--- src/rtl/cpk_pkg.sv ---
package cpk_pkg;
  typedef enum logic [1:0] {
    ST_IDLE  = 2'd0,
    ST_RUN   = 2'd1,
    ST_FLUSH = 2'd2,
    ST_DONE  = 2'd3
  } cpk_state_e;

  // element width in bits for a width code
  function automatic int ew_bits(input logic [1:0] code);
    return 8 << code;
  endfunction
endpackage

--- src/rtl/cpk_reduce.sv ---
module cpk_reduce #(
  parameter int FB = 4
) (
  input  logic [FB-1:0] fld,
  input  logic [FB-1:0] en_mask,
  input  logic [FB-1:0] polarity,
  input  logic          or_fold,
  output logic          res
);
  logic [FB-1:0] term;

  for (genvar k = 0; k < FB; k++) begin : g_term
    assign term[k] = en_mask[k] & (polarity[k] == fld[k]);
  end

  assign res = or_fold ? |term : &term;
endmodule

--- src/rtl/cpk_ctrl.sv ---
module cpk_ctrl
  import cpk_pkg::*;
#(
  parameter int VLW = 7
) (
  input  logic           clk,
  input  logic           rst_n,
  input  logic           start,
  input  logic [VLW-1:0] vl_new,
  input  logic           scal_new,
  input  logic [VLW-1:0] vl_q,
  input  logic           scal_q,
  output cpk_state_e     state,
  output logic [VLW-1:0] idx,
  output logic           accept
);
  cpk_state_e     state_d;
  logic [VLW-1:0] idx_d;

  assign accept = (state == ST_IDLE) && start;

  always_comb begin
    state_d = state;
    idx_d   = idx;
    unique case (state)
      ST_IDLE: if (start) begin
        idx_d = '0;
        if (vl_new == '0) state_d = scal_new ? ST_FLUSH : ST_DONE;
        else              state_d = ST_RUN;
      end
      ST_RUN: begin
        idx_d = idx + 1'b1;
        if (idx == vl_q - 1'b1) state_d = scal_q ? ST_FLUSH : ST_DONE;
      end
      ST_FLUSH: state_d = ST_DONE;
      ST_DONE:  state_d = ST_IDLE;
      default:  state_d = ST_IDLE;
    endcase
  end

  always_ff @(posedge clk or negedge rst_n) begin
    if (!rst_n) begin
      state <= ST_IDLE;
      idx   <= '0;
    end else begin
      state <= state_d;
      idx   <= idx_d;
    end
  end

  AST_IDX_BOUND: assert property (@(posedge clk) disable iff (!rst_n)
    (state == ST_RUN) |-> (idx < vl_q));
  AST_DONE_PULSE: assert property (@(posedge clk) disable iff (!rst_n)
    (state == ST_DONE) |=> (state == ST_IDLE));
endmodule

--- src/rtl/cpk_accum.sv ---
module cpk_accum #(
  parameter int XLEN = 64,
  parameter int VLW  = 7
) (
  input  logic            clk,
  input  logic            rst_n,
  input  logic            clr,
  input  logic            en,
  input  logic [VLW-1:0]  idx,
  input  logic            bit_in,
  output logic [XLEN-1:0] packed_q
);
  localparam int IXW = $clog2(XLEN);
  logic [XLEN-1:0] packed_d;

  always_comb begin
    packed_d = packed_q;
    if (clr)     packed_d = '0;
    else if (en) packed_d[idx[IXW-1:0]] = bit_in;
  end

  always_ff @(posedge clk or negedge rst_n) begin
    if (!rst_n)         packed_q <= '0;
    else if (clr || en) packed_q <= packed_d;
  end
endmodule

--- src/rtl/cond_pack_seq.sv ---
module cond_pack_seq
  import cpk_pkg::*;
#(
  parameter int NFIELD = 64,
  parameter int XLEN   = 64,
  parameter int NREG   = 32,
  localparam int FAW   = $clog2(NFIELD),
  localparam int RAW   = $clog2(NREG),
  localparam int VLW   = $clog2((NFIELD > XLEN) ? NFIELD : XLEN) + 1
) (
  input  logic            clk,
  input  logic            rst_n,
  input  logic            start,
  input  logic [VLW-1:0]  vl,
  input  logic [FAW-1:0]  fld_base,
  input  logic            src_vec,
  input  logic [RAW-1:0]  dst_reg,
  input  logic            dst_vec,
  input  logic [3:0]      en_mask,
  input  logic [3:0]      polarity,
  input  logic            or_fold,
  input  logic [1:0]      ewidth,
  output logic            busy,
  output logic            done,
  output logic [FAW-1:0]  fld_addr,
  input  logic [3:0]      fld_data,
  output logic            wr_en,
  output logic [RAW-1:0]  wr_addr,
  output logic [XLEN-1:0] wr_data,
  output logic [XLEN-1:0] wr_mask
);
  cpk_state_e      state;
  logic [VLW-1:0]  idx, vl_lim, vl_eff, vl_q;
  logic            accept, elem_res;
  logic [XLEN-1:0] ewm_new, ewm_q, packed_q;
  logic [FAW-1:0]  base_q;
  logic [RAW-1:0]  dst_q;
  logic            src_vec_q, dst_vec_q, or_fold_q;
  logic [3:0]      en_mask_q, polarity_q;

  // effective VL and element-width mask from the launch inputs
  always_comb begin
    vl_lim  = dst_vec ? VLW'(NFIELD) : VLW'(ew_bits(ewidth));
    vl_eff  = (vl > vl_lim) ? vl_lim : vl;
    ewm_new = {XLEN{1'b1}} >> (XLEN - ew_bits(ewidth));
  end

  always_ff @(posedge clk or negedge rst_n) begin
    if (!rst_n) begin
      vl_q <= '0; ewm_q <= '0; base_q <= '0; dst_q <= '0;
      src_vec_q <= 1'b0; dst_vec_q <= 1'b0; or_fold_q <= 1'b0;
      en_mask_q <= '0; polarity_q <= '0;
    end else if (accept) begin
      vl_q <= vl_eff; ewm_q <= ewm_new; base_q <= fld_base; dst_q <= dst_reg;
      src_vec_q <= src_vec; dst_vec_q <= dst_vec; or_fold_q <= or_fold;
      en_mask_q <= en_mask; polarity_q <= polarity;
    end
  end

  cpk_ctrl #(.VLW(VLW)) u_ctrl (
    .clk(clk), .rst_n(rst_n), .start(start),
    .vl_new(vl_eff), .scal_new(!dst_vec),
    .vl_q(vl_q), .scal_q(!dst_vec_q),
    .state(state), .idx(idx), .accept(accept)
  );

  cpk_reduce #(.FB(4)) u_reduce (
    .fld(fld_data), .en_mask(en_mask_q), .polarity(polarity_q),
    .or_fold(or_fold_q), .res(elem_res)
  );

  cpk_accum #(.XLEN(XLEN), .VLW(VLW)) u_accum (
    .clk(clk), .rst_n(rst_n), .clr(accept),
    .en((state == ST_RUN) && !dst_vec_q),
    .idx(idx), .bit_in(elem_res), .packed_q(packed_q)
  );

  assign fld_addr = src_vec_q ? (base_q + idx[FAW-1:0]) : base_q;
  assign busy     = (state != ST_IDLE);
  assign done     = (state == ST_DONE);
  assign wr_en    = ((state == ST_RUN) && dst_vec_q) || (state == ST_FLUSH);
  assign wr_addr  = (state == ST_FLUSH) ? dst_q : (dst_q + idx[RAW-1:0]);
  assign wr_data  = (state == ST_FLUSH) ? (packed_q & ewm_q)
                                        : {{(XLEN-1){1'b0}}, elem_res};
  assign wr_mask  = ewm_q;

  AST_ADDR_STEP: assert property (@(posedge clk) disable iff (!rst_n)
    (state == ST_RUN && $past(state) == ST_RUN && src_vec_q)
      |-> (fld_addr == $past(fld_addr) + 1'b1));
  AST_ADDR_HOLD: assert property (@(posedge clk) disable iff (!rst_n)
    (state == ST_RUN && $past(state) == ST_RUN && !src_vec_q)
      |-> $stable(fld_addr));
  AST_VEC_LSB_ONLY: assert property (@(posedge clk) disable iff (!rst_n)
    (wr_en && state == ST_RUN) |-> (wr_data[XLEN-1:1] == '0));
  AST_CLEAR_ABOVE_VL: assert property (@(posedge clk) disable iff (!rst_n)
    (state == ST_FLUSH) |-> ((wr_data >> vl_q) == '0));
  AST_DATA_IN_MASK: assert property (@(posedge clk) disable iff (!rst_n)
    wr_en |-> ((wr_data & ~wr_mask) == '0));
  AST_ONE_FLUSH: assert property (@(posedge clk) disable iff (!rst_n)
    (state == ST_FLUSH) |=> !wr_en);
  AST_START_IGNORED: assert property (@(posedge clk) disable iff (!rst_n)
    (busy && start && state == ST_RUN && dst_vec_q) |=> $stable(dst_q));
endmodule

--- config.mk ---
export PLATFORM = sky130hd
export DESIGN_NAME = cond_pack_seq
export DESIGN_NICKNAME = d
export VERILOG_FILES = /design/src/rtl/cpk_pkg.sv /design/src/rtl/cpk_reduce.sv /design/src/rtl/cpk_ctrl.sv /design/src/rtl/cpk_accum.sv /design/src/rtl/cond_pack_seq.sv
export SDC_FILE = /design/constraint.sdc
export NUM_CORES = 1
export LEC_CHECK = 0
export BUFFER_PORTS_ARGS = -buffer_cell sky130_fd_sc_hd__buf_4
export CAP_MARGIN = 20
export CORE_MARGIN = 1.5
export CORE_UTILIZATION = 40
export CTS_CLUSTER_DIAMETER = 60
export CTS_CLUSTER_SIZE = 14
export DETAILED_ROUTE_END_ITERATION = 12
export PLACE_DENSITY_LB_ADDON = 0.3
export SLEW_MARGIN = 10
export SYNTH_ARGS = -nofsm -noshare
export SYNTH_HDL_FRONTEND = slang
export SYNTH_HIERARCHICAL = 1
export SYNTH_SLANG_ARGS = --single-unit
--- constraint.sdc ---
create_clock -name clk -period 2.01 [get_ports clk]
set_input_delay 0.3015 -clock clk [delete_from_list [all_inputs] [get_ports clk]]
set_output_delay 0.3015 -clock clk [all_outputs]
set_load 0.03 [all_outputs]
==> results.md <==
* Syn Inst Count at 714
* Top cells by area, synth: dfrtp_1 39%, mux2i_1 10%, buf_4 6.5%, nand2b_1 6.0%, and3_1 5.8%
* Root buf cell: clkbuf_16
* Vias post-DR at about 5800
* Clock Latency Late Sink at roughly 0.35 ns
* Clock Power Share at between 10% and 20%
* Sw Share at between 40% and 50%
* Die X at about 130 µm
* RePlAce Congestion at 0.811
* Nets@finish at approximately 960
* Vias in the first global route at between 5000 and 6000
* Htree depth at 3
* Reg clk slew, reported paths at 0.07 ns
* Final core occ at about three fifths
* Period minus WS final at about 2.5 ns
* Initial Util at ~41%
* Slew margin rel. at 63.8%
* DP HPWL at 12000 µm
* Synth cell types at 56
* Slowest stage delay, CP at between 0.4 and 0.5 ns
* Pre-CTS setup slack at -0.500 ns
* Maximum vdd drop at 1260 µV
* Synth Flop Type: dfrtp_1
* CP max-delay cell: dfrtp_2
* Antenna cell count at 0
* CP startpoint: u_ctrl/idx[0]$_DFFE_PN0P_
* P per Cell Area at approximately 1400 mW/mm²
* Final Total Pwr at around 15 mW
* RSZ-0062 raised after global routing: true
* # placed instances at around 1100
* Worst Path Max Fanout at 3
* Fin area at 0.0105 mm²
* Final worst-path cycle share at 123%
* Worst Setup EP: wr_addr[4]
* Syn avg cell area at 9.73 µm²
* Slew Limit Fails at 0
* Routed wire length at around 20000 µm
* DR pass1 iterations at 5
* Clk_skew at around 0.0087 ns
* Largest net degree at the start of global routing at 41
* Share of the synthesized area in the top cell type at between 30 and 40%
* Cell count of the worst reg-to-reg path at 9
* Flop pwr share at between 20% and 30%
* CP arrival at between 2 and 2.5 ns
* FF-to-FF Start: polarity_q[0]$_DFFE_PN0P_
* Most common cell after layout, fill and taps aside: buf_4
* Hold Vio Cnt, Final at 0
* Setup Total Neg Slack at -5.86 ns
* Core box area at ~0.017 mm²
* CP Class: reg2out
* Die Area at approximately 0.018 mm²
* Max Cap Viol at 0
* Share of cells above drive strength 1 at 50.8%
* First-pass GRT wire length at slightly below 30000 µm
* Post-synth net total at a little under 800
* Syn-to-layout area delta at 50.8%
* Port Buffer Count at approximately 180
* Setup violations, final at between 100 and 150
* Grt total ovfl at 0
* Setup slack, reg-to-reg at -0.04 ns
* Most frequent cells in the layout: 165 x buf_4, 102 x dfrtp_1, 87 x buf_6, 68 x nand2_1, 66 x nand2b_1
* Post-route DRC at 0
* DR WL/cell at 17.3 µm
* Max Root-Sink Buffers at 2
* Boundary Pins at 180
* Final worst slack at -0.465 ns
* Crit. End Element: primary output
* Leakage at 5.07 nW
* Total CTS buffers at 9
* Finished Layout Cells at ~1100
* Hold crit path type: in2reg
* DRC violation total after the first TritonRoute iteration at between 300 and 400
* Worst-Margin Slew at about 0.54 ns
* Hold Slack at ~0.15 ns
* Peak Freq at a little over 400 MHz
* Initial antenna violation count at 0
* Routed vias/inst at around 5.1
* Worst setup SP type: flop
* Post-synth EDFFs at 0
* Seq/Total Area, Yosys at around 39%
* Combinational Power Share at approximately two thirds
* Synth area leader: dfrtp_1
* Run status: finished with violations
* GRT Util Overall at a little over a fifth
* NetSw at 6.47 mW
* Placed Instance Area at ~0.0086 mm²
* # rows at between 40 and 50
* CP Cell Sequence: ha_4 > inv_2 > fa_2 > nor2b_1 > o21ai_1 > a211oi_2 > a31oi_4 > xnor2_2 > buf_6
* Failing checks: negative setup slack
* Die height at 135 µm
* CTS tree: done
* Remaining antenna violation count at 0
* FF-to-FF End: u_accum/packed_q[22]$_DFFE_PN0P_
* Data required, critical path at between 1.5 and 2 ns
* Synth async-reset ratio at 100%
* Post-Syn Area at approximately 0.0069 mm²
* FF+latch count, synth at between 100 and 150
* TritonCTS Sinks at 107
* Fillcell total at 1424
* Internal at between 8 and 9 mW
* Syn. warnings at 6
cells in the mapped netlist (2+ instances only):
cell type / count
and4_1: 2
fa_1: 2
xnor2_1: 16
o21ai_0: 18
and3_1: 64
and4b_1: 9
nor3b_2: 3
or2_2: 2
a21o_1: 3
a21oi_1: 7
and2_1: 2
mux2i_1: 70
clkbuf_1: 28
and2_2: 3
dfrtp_1: 107
xor2_1: 6
inv_1: 20
mux2_2: 30
a211oi_1: 5
or3_1: 2
nor3_1: 5
nand2b_1: 67
buf_2: 13
ha_1: 18
nor2b_1: 9
and4bb_1: 2
nor4_1: 3
nor4b_1: 2
and3b_1: 2
nor3b_1: 3
nand3_1: 11
buf_4: 60
nand2_1: 70
buf_1: 3
nand4_1: 3
nand3b_1: 8
nor2_1: 17
how the worst min path moves through the flow:
stage                      from                        end  slack (ns)  depth (start not counted)
detailed placement        rst_n  polarity_q[3]$_DFFE_PN0P_        0.31                          1
global route         dst_reg[4]       dst_q[4]$_DFFE_PN0P_        0.17                          2
CTS                 fld_base[3]      base_q[3]$_DFFE_PN0P_        0.14                          3
finish              fld_base[3]      base_q[3]$_DFFE_PN0P_        0.15                          3
global placement          rst_n      base_q[0]$_DFFE_PN0P_        0.31                          1
floorplan                 rst_n      base_q[0]$_DFFE_PN0P_       0.006                          0
critical path, delay by kind of cell, from the launching register on:
kind | cells | cell delay [ns]
DFF | 1 | 0.41
buffers and inverters | 2 | 0.18
adders and majority gates | 2 | 0.49
xor gates and xnor gates | 1 | 0.17
AOI/OAI and AO/OA | 3 | 0.45
and+or+nand+nor | 1 | 0.12
power groups by stage:
stage / Clock [mW] / Combinational, mW / Sequential (mW)
floorplan: 0 / 5.24 / 3.16
global placement: 0 / 7.44 / 3.11
detailed placement: 0 / 7.50 / 3.13
CTS: 1.87 / 8.90 / 3.14
global route: 1.96 / 10.4 / 3.23
finish: 1.83 / 9.86 / 3.16
cells by family (layout without fill, tap and decap cells):
logic type,after synthesis,in the layout,synth area share (%)
simple gates,295,296,25.1
xor+xnor,23,23,3.01
fa+ha+maj,20,20,3.82
buf+inv,124,320,10.2
mux,100,100,14.9
flops,107,107,38.5
compound gates,45,45,4.39
per-layer routing:
layer | GRT usage [%] | share of wire [%] | vias up | routed length [µm]
li1 | - | - | 2792 | -
met2 | 34.5 | 49 | 150 | 9540
met4 | 4.96 | 1.3 | 0 | 255
met5 | 0 | 0 | - | 0
met3 | 3.34 | 4.4 | 20 | 865
met1 | 28.7 | 46 | 2863 | 8940
sequential cells by signal (all words and copies together), names as in the netlist:
| register | cells |
|---|---|
| dst_q | 5 |
| en_mask_q | 4 |
| vl_q | 7 |
| u_accum/packed_q | 64 |
| or_fold_q | 1 |
| dst_vec_q | 1 |
| u_ctrl/state | 2 |
| base_q | 6 |
| polarity_q | 4 |
| src_vec_q | 1 |
| u_ctrl/idx | 7 |
| wr_mask | 5 |
timing repair:
item,4_1_cts,5_1_grt
setup buffers,27,10
hold buffers,1,0
cloned,8,10
setup endpoints to repair,76,140
resized for setup,159,55
hold endpoints to repair,33,0
pin swaps,34,26
final cells by class:
class	count	area [µm²]	area share, %
Sequential cell	107	2690	25.6
Tap cell	225	282	2.69
Clock inverter	6	63.8	0.609
Timing Repair Buffer	284	2900	27.6
Multi-Input combinational cell	484	4240	40.4
Inverter	20	75.1	0.717
Clock buffer	10	239	2.28
(Power assumes the default switching activity.)
